File: config.mk
export PLATFORM = sky130hd
export DESIGN_NAME = dacbus_seq
export DESIGN_NICKNAME = d
export VERILOG_FILES = /design/src/rtl/dacbus_pkg.sv /design/src/rtl/dacbus_phase_len.sv /design/src/rtl/dacbus_strobe_map.sv /design/src/rtl/dacbus_seq.sv
export SDC_FILE = /design/constraint.sdc
export NUM_CORES = 1
export LEC_CHECK = 0
export ABC_AREA = 1
export ABC_CLOCK_PERIOD_IN_PS = 3500
export BUFFER_PORTS_ARGS = -buffer_cell sky130_fd_sc_hd__buf_2
export CORE_ASPECT_RATIO = 1.4
export CORE_MARGIN = 3
export CORE_UTILIZATION = 55
export CTS_CLUSTER_DIAMETER = 60
export DETAILED_ROUTE_END_ITERATION = 8
export MAX_ROUTING_LAYER = met4
export PLACE_DENSITY = 0.87
export SLEW_MARGIN = 25
export SYNTH_ARGS = -nofsm -noshare
export SYNTH_HDL_FRONTEND = slang
export SYNTH_HIERARCHICAL = 1
export SYNTH_SLANG_ARGS = --single-unit
File: constraint.sdc
create_clock -name clk -period 3.5 [get_ports clk]
set_input_delay 0.35 -clock clk [delete_from_list [all_inputs] [get_ports clk]]
set_output_delay 0.35 -clock clk [all_outputs]
set_load 0.005 [all_outputs]
File: src/rtl/dacbus_pkg.sv
package dacbus_pkg;

  typedef enum logic [2:0] {
    OP_WRITE    = 3'd0,
    OP_READ     = 3'd1,
    OP_LOADALL  = 3'd2,
    OP_WRLOAD   = 3'd3,
    OP_RSTPULSE = 3'd4
  } op_e;

  typedef enum logic [1:0] {
    PH_IDLE  = 2'd0,
    PH_PRE   = 2'd1,
    PH_PULSE = 2'd2,
    PH_POST  = 2'd3
  } phase_e;

  typedef struct packed {
    logic cs_n;
    logic rw;
    logic ld_n;
    logic rst_n;
    logic oe;
  } bus_ctl_t;

  localparam bus_ctl_t BUS_QUIET = '{cs_n: 1'b1, rw: 1'b1, ld_n: 1'b1, rst_n: 1'b1, oe: 1'b0};

  // nanoseconds to whole clock cycles, rounded up, never below one
  function automatic int unsigned ns_to_cycles(input int unsigned ns, input int unsigned period_ns);
    int unsigned c;
    c = (ns + period_ns - 1) / period_ns;
    if (c == 0) c = 1;
    return c;
  endfunction

endpackage

File: src/rtl/dacbus_phase_len.sv
module dacbus_phase_len
  import dacbus_pkg::*;
#(
  parameter int unsigned CLK_PERIOD_NS = 4,
  parameter int unsigned T_WCS_NS      = 50,
  parameter int unsigned T_RCS_NS      = 200,
  parameter int unsigned T_RWS_NS      = 10,
  parameter int unsigned T_RDV_NS      = 160,
  parameter int unsigned T_DZ_NS       = 100,
  parameter int unsigned T_LS_NS       = 70,
  parameter int unsigned T_LH_NS       = 50,
  parameter int unsigned T_LDW_NS      = 50,
  parameter int unsigned T_RSTW_NS     = 50,
  parameter int unsigned CNT_W         = 16
) (
  input  op_e              op,
  input  phase_e           phase,
  output logic [CNT_W-1:0] len_m1
);

  localparam int unsigned C_WCS  = ns_to_cycles(T_WCS_NS,  CLK_PERIOD_NS);
  localparam int unsigned C_RCS0 = ns_to_cycles(T_RCS_NS,  CLK_PERIOD_NS);
  localparam int unsigned C_RDV  = ns_to_cycles(T_RDV_NS,  CLK_PERIOD_NS);
  localparam int unsigned C_RCS  = (C_RCS0 > C_RDV) ? C_RCS0 : C_RDV;
  localparam int unsigned C_RWS  = ns_to_cycles(T_RWS_NS,  CLK_PERIOD_NS);
  localparam int unsigned C_DZ   = ns_to_cycles(T_DZ_NS,   CLK_PERIOD_NS);
  localparam int unsigned C_LS   = ns_to_cycles(T_LS_NS,   CLK_PERIOD_NS);
  localparam int unsigned C_LH   = ns_to_cycles(T_LH_NS,   CLK_PERIOD_NS);
  localparam int unsigned C_LDW  = ns_to_cycles(T_LDW_NS,  CLK_PERIOD_NS);
  localparam int unsigned C_RSTW = ns_to_cycles(T_RSTW_NS, CLK_PERIOD_NS);

  int unsigned n_cyc;

  always_comb begin
    n_cyc = 1;
    unique case (op)
      OP_WRITE: begin
        if (phase == PH_PULSE) n_cyc = C_WCS;
      end
      OP_READ: begin
        if (phase == PH_PRE)   n_cyc = C_RWS;
        if (phase == PH_PULSE) n_cyc = C_RCS;
        if (phase == PH_POST)  n_cyc = C_DZ;
      end
      OP_LOADALL: begin
        if (phase == PH_PULSE) n_cyc = C_LDW;
      end
      OP_WRLOAD: begin
        if (phase == PH_PRE)   n_cyc = C_LS;
        if (phase == PH_PULSE) n_cyc = C_WCS;
        if (phase == PH_POST)  n_cyc = C_LH;
      end
      OP_RSTPULSE: begin
        if (phase == PH_PULSE) n_cyc = C_RSTW;
      end
      default: n_cyc = 1;
    endcase
    len_m1 = CNT_W'(n_cyc - 1);
  end

endmodule

File: src/rtl/dacbus_strobe_map.sv
module dacbus_strobe_map
  import dacbus_pkg::*;
(
  input  op_e      op,
  input  phase_e   phase,
  output bus_ctl_t ctl
);

  logic active;
  logic in_pulse;

  always_comb begin
    active   = (phase != PH_IDLE);
    in_pulse = (phase == PH_PULSE);
    ctl      = BUS_QUIET;
    if (active) begin
      unique case (op)
        OP_WRITE: begin
          ctl.rw   = 1'b0;
          ctl.oe   = 1'b1;
          ctl.cs_n = ~in_pulse;
        end
        OP_WRLOAD: begin
          ctl.rw   = 1'b0;
          ctl.oe   = 1'b1;
          ctl.ld_n = 1'b0;
          ctl.cs_n = ~in_pulse;
        end
        OP_READ: begin
          ctl.cs_n = ~in_pulse;
        end
        OP_LOADALL: begin
          ctl.ld_n = ~in_pulse;
        end
        OP_RSTPULSE: begin
          ctl.rst_n = ~in_pulse;
        end
        default: ctl = BUS_QUIET;
      endcase
    end
  end

endmodule

File: src/rtl/dacbus_seq.sv
module dacbus_seq
  import dacbus_pkg::*;
#(
  parameter int unsigned CLK_PERIOD_NS = 4,
  parameter int unsigned DATA_W        = 12,
  parameter int unsigned CH_W          = 2,
  parameter int unsigned T_WCS_NS      = 50,
  parameter int unsigned T_RCS_NS      = 200,
  parameter int unsigned T_RWS_NS      = 10,
  parameter int unsigned T_RDV_NS      = 160,
  parameter int unsigned T_DZ_NS       = 100,
  parameter int unsigned T_LS_NS       = 70,
  parameter int unsigned T_LH_NS       = 50,
  parameter int unsigned T_LDW_NS      = 50,
  parameter int unsigned T_RSTW_NS     = 50,
  parameter int unsigned CNT_W         = 16
) (
  input  logic              clk,
  input  logic              rst,
  input  logic              req_valid,
  input  logic [2:0]        req_op,
  input  logic [CH_W-1:0]   req_ch,
  input  logic [DATA_W-1:0] req_data,
  output logic              busy,
  output logic              done,
  output logic [DATA_W-1:0] rd_data,
  output logic              bus_cs_n,
  output logic              bus_rw,
  output logic [CH_W-1:0]   bus_addr,
  output logic              bus_ld_n,
  output logic              bus_rst_n,
  output logic [DATA_W-1:0] bus_dout,
  output logic              bus_oe,
  input  logic [DATA_W-1:0] bus_din
);

  phase_e            st_q, st_d;
  op_e               op_q, op_d;
  logic [CNT_W-1:0]  cnt_q, cnt_d;
  logic [CNT_W-1:0]  len_m1;
  logic              load_cnt;
  logic              done_d;
  logic              accept;
  logic              op_known;
  logic [CH_W-1:0]   ch_q;
  logic [DATA_W-1:0] data_q;
  logic [DATA_W-1:0] rd_q;
  logic              done_q;
  bus_ctl_t          ctl_d, ctl_q;

  assign op_known = (req_op <= 3'd4);
  assign accept   = req_valid && (st_q == PH_IDLE) && op_known;

  // phase sequencing: every operation walks PRE -> PULSE -> POST
  always_comb begin
    st_d     = st_q;
    op_d     = op_q;
    cnt_d    = cnt_q;
    load_cnt = 1'b0;
    done_d   = 1'b0;
    unique case (st_q)
      PH_IDLE: begin
        if (accept) begin
          st_d     = PH_PRE;
          op_d     = op_e'(req_op);
          load_cnt = 1'b1;
        end
      end
      PH_PRE: begin
        if (cnt_q == '0) begin
          st_d     = PH_PULSE;
          load_cnt = 1'b1;
        end else begin
          cnt_d = cnt_q - 1'b1;
        end
      end
      PH_PULSE: begin
        if (cnt_q == '0) begin
          st_d     = PH_POST;
          load_cnt = 1'b1;
        end else begin
          cnt_d = cnt_q - 1'b1;
        end
      end
      PH_POST: begin
        if (cnt_q == '0) begin
          st_d   = PH_IDLE;
          done_d = 1'b1;
        end else begin
          cnt_d = cnt_q - 1'b1;
        end
      end
      default: st_d = PH_IDLE;
    endcase
    if (load_cnt) cnt_d = len_m1;
  end

  dacbus_phase_len #(
    .CLK_PERIOD_NS(CLK_PERIOD_NS),
    .T_WCS_NS     (T_WCS_NS),
    .T_RCS_NS     (T_RCS_NS),
    .T_RWS_NS     (T_RWS_NS),
    .T_RDV_NS     (T_RDV_NS),
    .T_DZ_NS      (T_DZ_NS),
    .T_LS_NS      (T_LS_NS),
    .T_LH_NS      (T_LH_NS),
    .T_LDW_NS     (T_LDW_NS),
    .T_RSTW_NS    (T_RSTW_NS),
    .CNT_W        (CNT_W)
  ) u_len (
    .op    (op_d),
    .phase (st_d),
    .len_m1(len_m1)
  );

  // strobes come from the next phase so the pins are registered with it
  dacbus_strobe_map u_map (
    .op   (op_d),
    .phase(st_d),
    .ctl  (ctl_d)
  );

  always_ff @(posedge clk) begin
    if (rst) begin
      st_q   <= PH_IDLE;
      op_q   <= OP_WRITE;
      cnt_q  <= '0;
      ctl_q  <= BUS_QUIET;
      done_q <= 1'b0;
      ch_q   <= '0;
      data_q <= '0;
      rd_q   <= '0;
    end else begin
      st_q   <= st_d;
      op_q   <= op_d;
      cnt_q  <= cnt_d;
      ctl_q  <= ctl_d;
      done_q <= done_d;
      if (accept) begin
        ch_q   <= req_ch;
        data_q <= req_data;
      end
      // capture on the final cycle of the read strobe
      if (st_q == PH_PULSE && op_q == OP_READ && cnt_q == '0) begin
        rd_q <= bus_din;
      end
    end
  end

  assign busy      = (st_q != PH_IDLE);
  assign done      = done_q;
  assign rd_data   = rd_q;
  assign bus_cs_n  = ctl_q.cs_n;
  assign bus_rw    = ctl_q.rw;
  assign bus_ld_n  = ctl_q.ld_n;
  assign bus_rst_n = ctl_q.rst_n;
  assign bus_oe    = ctl_q.oe;
  assign bus_addr  = ch_q;
  assign bus_dout  = data_q;

endmodule

==> impl_metrics.py, run 1 <==
metrics = {
    "outcome": {
        "status": "completed",
    },
    "sta": {
        "fmax_ghz": 0.317,
        "worst_pin_slew_ps": 938,
        "rsz0062_at_grt": "no",
        "skew_ps": 15.8,
        "slew_headroom": 0.371,
        "min_period_ps": 3150,
        "hold_violations": 0,
        "slew_viol_final": 0,
        "worst_slack_ps": 348,
        "fin_setup_tns_ps": 0,
        "setup_viol": 0,
        "period_share": 0.901,
    },
    "place": {
        "portBuffers": 64,
        "place_congestion": 0.913,
        "dp.cells": 585,
        "hpwl_mm": 5.22,
        "place_ws_ps": 396,
    },
    "die": {
        "coreArea_mm2": 0.00531,
        "start_util": 0.585,
        "die_area_mm2": 0.00660,
        "io_pins": 65,
        "die_w_um": 69.5,
        "die_height_um": 94.9,
        "rows": 31,
    },
    "finish": {
        "layout.nets": 570,
        "layout_common_cells": "94 x nor2_1, 75 x nand2_1, 64 x inv_1, 64 x buf_2, 53 x dfxtp_1",
        "final_cells": 593,
        "drive_above_1_share": 0.199,
        "post-route-util": 0.658,
        "n_fill_cell": 456,
        "final_common_cell": "nor2_1",
        "regArea_mm2": 0.00106,
        "syn2layout_area_growth_pct": 12.6,
        "n_antenna_cell": 0,
        "multi_input_area_mm2": 0.00165,
    },
    "hold_path": {
        "hold_path_class": "input pin to flop",
    },
    "yosys": {
        "synth.area.mux_share": 0,
        "syn_area_mm2": 0.00311,
        "synth-simple-area-share": 0.361,
        "ys_ff_latch": 53,
        "synthCells": 473,
        "async_flop_share": 0,
        "syn_avg_cell_area_um2": 6.57,
        "ys_seq_area_frac": 0.342,
        "ys_warn_count": 6,
        "synthAdderAreaFrac": 0.0483,
        "synth_compound_area_frac": 0.0950,
        "synth_cell_type_count": 28,
        "synthXorXnorAreaFrac": 0.0226,
        "synthFlopType": "dfxtp_1",
        "synth_top_family_by_area": "simple AND/OR/NAND/NOR gates",
        "synth_edf_count": 0,
    },
    "route": {
        "wl_per_cell_um": 11.9,
        "drt_iter0_drc": 195,
        "vias": 2983,
        "drt_first_pass_iters": 5,
        "final_antenna_net_count": 0,
        "drc_errors": 0,
        "via_per_inst": 5.03,
        "wl_mm": 7.06,
    },
    "cts": {
        "clk_latency_ps": 310,
        "clock_sinks": 53,
        "post_cts_buffers": 0,
        "cts_resized": 0,
        "path_clk_slew_ps": 100,
        "htreeDepth": 2,
        "cts_hold_buf": 0,
        "root_buffer": "clkbuf_8",
        "cts_buffers": 5,
        "cts_tree": "yes",
        "clk_path_buf_depth": 2,
    },
    "critical_path": {
        "critPathLaunchType": "flop",
        "crit_required_ps": 3750,
        "path_class": "flop to flop",
        "path_max_fanout": 14,
        "cp.arrival_ps": 3410,
        "cp-end-kind": "flop",
    },
    "grt": {
        "track_usage": 0.216,
        "grt_pass1_wl_mm": 11.7,
        "first_global_vias": 2739,
        "grt_overflow": 0,
        "antenna_found_initial": 0,
        "grt_max_degree": 39,
    },
    "power": {
        "power.density_mw_per_mm2": 807,
        "totalPowerFinal_w": 0.00282,
        "power.leakage_nw": 1.84,
        "ir_drop_uv": 554,
    },
    "flow_run": {
        "drv_cap": 0,
    },
}
==> worst max-delay path, stage by stage, from the launching register on <==
cell,delay [ps]
dfxtp_1,330
inv_1,110
ha_1,230
nand2_2,120
nor2_4,150
nand2_2,100
nand2_4,160
o21ai_1,90
nand2_1,60
nand2_1,60
inv_1,160
inv_1,90
ha_1,280
inv_1,30
nand4_1,120
nand2_1,70
inv_1,50
ha_1,190
nand4_1,160
nor2_1,220
nand3_1,110
nand2_1,90
nor2_1,40
nor2_1,100
==> power breakdown <==
part	leakage, nW	total, W	internal (W)	switching, W
Clock	0.0554	0.000415	0.000215	0.000200
Sequential	0.433	0.000819	0.000719	0.0000993
Combinational	1.35	0.00159	0.000559	0.00103
Total	1.84	0.00282	0.00149	0.00133
==> cells by family after synthesis <==
family,count (synthesis)
DFF,53
buffers and inverters,91
xor gates and xnor gates,8
other,1
and+or+nand+nor,249
AOI/OAI and AO/OA,59
adders and majority gates,12
==> cell type report <==
class / count / area share
Clock inverter: 2 / 0.0111
Clock buffer: 6 / 0.0208
Sequential cell: 53 / 0.303
Timing Repair Buffer: 66 / 0.0959
Tap cell: 66 / 0.0236
Multi-Input combinational cell: 332 / 0.472
Inverter: 68 / 0.0730
==> final timing paths <==
path                start            to  slack [ps]  cells after the start
min          req_data[11]  bus_dout[11]         260                      3
min reg2reg   rd_data[11]   rd_data[11]         440                      2
max reg2reg      cnt_q[0]      cnt_q[8]         350                     23
max              cnt_q[0]      cnt_q[8]         350                     23
==> state kept, by name (all words and copies together) (netlist names) <==
signal / cells
bus_addr: 2
bus_rw: 1
st_q: 2
bus_dout: 12
cnt_q: 16
bus_cs_n: 1
bus_rst_n: 1
bus_oe: 1
bus_ld_n: 1
rd_data: 12
op_q: 3
done: 1
==> Yosys cell counts, types with 5 or more instances <==
master    number  area share
nand2_1       75       0.091
or2_2          6       0.012
nand3_1       42       0.068
nand4_1        5       0.010
ha_1          12       0.048
o21ai_1        6      0.0097
a21oi_1       17       0.027
buf_4          8       0.019
nand2_2        7       0.014
o21ai_0       36       0.058
nor2_1        94        0.11
dfxtp_1       53        0.34
inv_1         65       0.079
nor2_2         8       0.016
clkbuf_1       8      0.0097
==> layer usage <==
layer	up-vias	GRT usage	share of wire
met1	1353	0.235	0.40
met5	-	-	0
met3	7	0.0234	0.035
met2	64	0.411	0.55
met4	0	0.0619	0.010
li1	1559	-	-
==> metrics by stage <==
stage / area [um2] / hold slack (ps)
5_1_grt: 3500 / 283
2_1_floorplan: 3120 / 427
3_3_place_gp: 3390 / 429
6_report: 3500 / 257
3_5_place_dp: 3390 / 433
4_1_cts: 3500 / 262
No activity file was read; power rests on OpenSTA's default activity.
==> run 2, diff against run 1 <==
--- a/config.mk
+++ b/config.mk
@@ -17,2 +17,3 @@
 export PLACE_DENSITY = 0.87
+export REMOVE_ABC_BUFFERS = 1
 export SLEW_MARGIN = 25
==> constraint.sdc (replaced) <==
create_clock -name clk -period 3.5 [get_ports clk]
set_input_delay 0.7 -clock clk [delete_from_list [all_inputs] [get_ports clk]]
set_output_delay 0.7 -clock clk [all_outputs]
set_load 0.005 [all_outputs]
==> run 2 against run 1 <==
Effect of this change: flip-flop and latch count unchanged; global-route usage is essentially flat; highest routed layer unchanged; combinational power is essentially flat; hold slack better by 190 ps; sequential share of layout area hardly changed.
==> impl_metrics.py, run 2 (synthesis results as in run 1) <==
metrics = {
    "outcome": {
        "status": "completed",
    },
    "cts": {
        "clk_path_buf_depth": 2,
        "clk_latency_ps": 310,
        "clock_sinks": 53,
        "path_clk_slew_ps": 100,
        "cts_hold_buf": 0,
        "root_buffer": "clkbuf_8",
        "htreeDepth": 2,
        "cts_buffers": 5,
        "cts_tree": "yes",
    },
    "grt": {
        "grt_overflow": 0,
        "grt_pass1_wl_mm": 11.4,
        "track_usage": 0.215,
        "first_global_vias": 2736,
        "antenna_found_initial": 0,
        "grt_max_degree": 36,
    },
    "hold_path": {
        "holdPathStages": 2,
        "hold_path_startpoint": "rd_data[2]",
        "min_delay_worst_endpoint": "rd_data[2]",
        "hold_path_class": "flop to flop",
    },
    "route": {
        "drc_errors": 0,
        "drt_iter0_drc": 109,
        "final_antenna_net_count": 0,
        "via_per_inst": 5.07,
        "wl_mm": 7.05,
        "vias": 3015,
        "wl_per_cell_um": 11.9,
        "drt_first_pass_iters": 4,
    },
    "finish": {
        "final_common_cell": "nor2_1",
        "layout_common_cells": "92 x nor2_1, 75 x nand2_1, 64 x inv_1, 64 x buf_2, 53 x dfxtp_1",
        "top_register": "cnt_q",
        "layout.nets": 572,
        "syn2layout_area_growth_pct": 12.4,
        "design_area_mm2": 0.00349,
        "drive_above_1_share": 0.208,
        "n_antenna_cell": 0,
        "largest_reg_flops": 16,
        "post-route-util": 0.657,
    },
    "die": {
        "coreArea_mm2": 0.00531,
        "rows": 31,
        "die_w_um": 69.5,
        "die_height_um": 94.9,
        "die_area_mm2": 0.00660,
        "io_pins": 65,
        "start_util": 0.585,
    },
    "power": {
        "seqPwrFrac": 0.297,
        "ir_drop_uv": 443,
        "p_int_w": 0.00142,
        "pwr-share-comb": 0.578,
        "power.leakage_nw": 1.83,
        "power.switching_w": 0.00132,
        "power.density_mw_per_mm2": 786,
        "switching_share": 0.482,
        "clkPwrFrac": 0.125,
        "totalPowerFinal_w": 0.00274,
    },
    "critical_path": {
        "path_max_fanout": 14,
        "r2r_start": "cnt_q[0]",
        "path_class": "flop to flop",
        "rr_endpoint": "cnt_q[10]",
        "cp.arrival_ps": 3400,
        "critPathLaunchType": "flop",
        "cp-end-kind": "flop",
        "crit_required_ps": 3700,
        "r2r_cells": 23,
        "ff2ff_setup_slack_ps": 300,
    },
    "sta": {
        "rsz0062_at_grt": "no",
        "fmax_ghz": 0.312,
        "worst_pin_slew_ps": 920,
        "fin_setup_tns_ps": 0,
        "hold_violations": 0,
        "period_share": 0.915,
        "skew_ps": 4.12,
        "setup_viol": 0,
        "slew_headroom": 0.386,
        "slew_viol_final": 0,
        "min_period_ps": 3200,
    },
    "place": {
        "portBuffers": 64,
        "placed_area_mm2": 0.00340,
        "hpwl_mm": 5.28,
        "place_congestion": 0.874,
    },
    "flow_run": {
        "drv_cap": 0,
    },
}
-- run 2: changes by cell type in the layout (fill, tap and decap cells not counted), moves of 2 or more --
cell / delta
nor2_1: -2
clkinvlp_4: +2
buf_4: +2
nor2_2: +2
-- run 2: power by group through the flow --
stage / clock network [W] / logic (W) / registers (W)
4_1_cts: 0.000353 / 0.00157 / 0.000813
6_report: 0.000344 / 0.00159 / 0.000815
3_3_place_gp: 0 / 0.00151 / 0.000823
5_1_grt: 0.000369 / 0.00180 / 0.000830
3_5_place_dp: 0 / 0.00156 / 0.000826
2_1_floorplan: 0 / 0.00123 / 0.000810
-- run 2: area by class of cell --
class / count / area (um2)
timing repair buffer: 68 / 350
fill: 466 / 1820
clock inverter: 2 / 15.0
clock buffer: 6 / 72.6
multi-input combinational: 332 / 1660
inverter: 68 / 255
sequential: 53 / 1060
tap: 66 / 82.6
-- run 2: what timing repair did --
| action | CTS | global route |
|---|---|---|
| buffers inserted | 0 | 0 |
| gates resized for setup | 0 | 3 |
| endpoints found under the setup margin | 0 | 5 |
-- run 2: worst max-delay path: stages, from the launching register on --
cell and delay, ps:
dfxtp_1 320, inv_1 110, ha_1 250, nand2_2 130, nor2_4 160, nand2_2 100, nand2_4 180, o21ai_1 100
nand2_1 60, nand2_1 90, inv_2 130, inv_1 80, ha_1 280, inv_1 50, nand4_1 150, nand2_1 100
inv_1 40, ha_1 220, nand4_1 180, nor2_2 70, nand3_1 80, nand2_1 50, nor2_1 110, nor2_1 40
-- run 2: worst max-delay path by stage --
stage,to,slack (ps),from
3_3_place_gp,cnt_q[10],410,cnt_q[0]
4_1_cts,cnt_q[8],260,cnt_q[0]
6_report,cnt_q[10],300,cnt_q[0]
5_1_grt,cnt_q[10],40,cnt_q[0]
2_1_floorplan,cnt_q[10],290,req_op[0]
3_5_place_dp,cnt_q[8],280,req_op[0]
-- run 2: routing by layer --
layer / wire length, um / global-route usage / vias to the layer above / part of all wire
met5: 0 / - / - / 0
met2: 3760 / 0.403 / 80 / 0.53
met1: 2870 / 0.227 / 1351 / 0.41
met3: 277 / 0.0319 / 14 / 0.039
li1: - / - / 1570 / -
met4: 145 / 0.0831 / 0 / 0.021
-- run 2: metrics by stage --
stage | hold slack, ps | cells | setup slack (ps)
floorplan | 442 | 453 | 287
global placement | 430 | 587 | 406
detailed placement | 434 | 587 | 279
CTS | 448 | 595 | 263
global route | 459 | 595 | 35.7
finish | 449 | 595 | 297
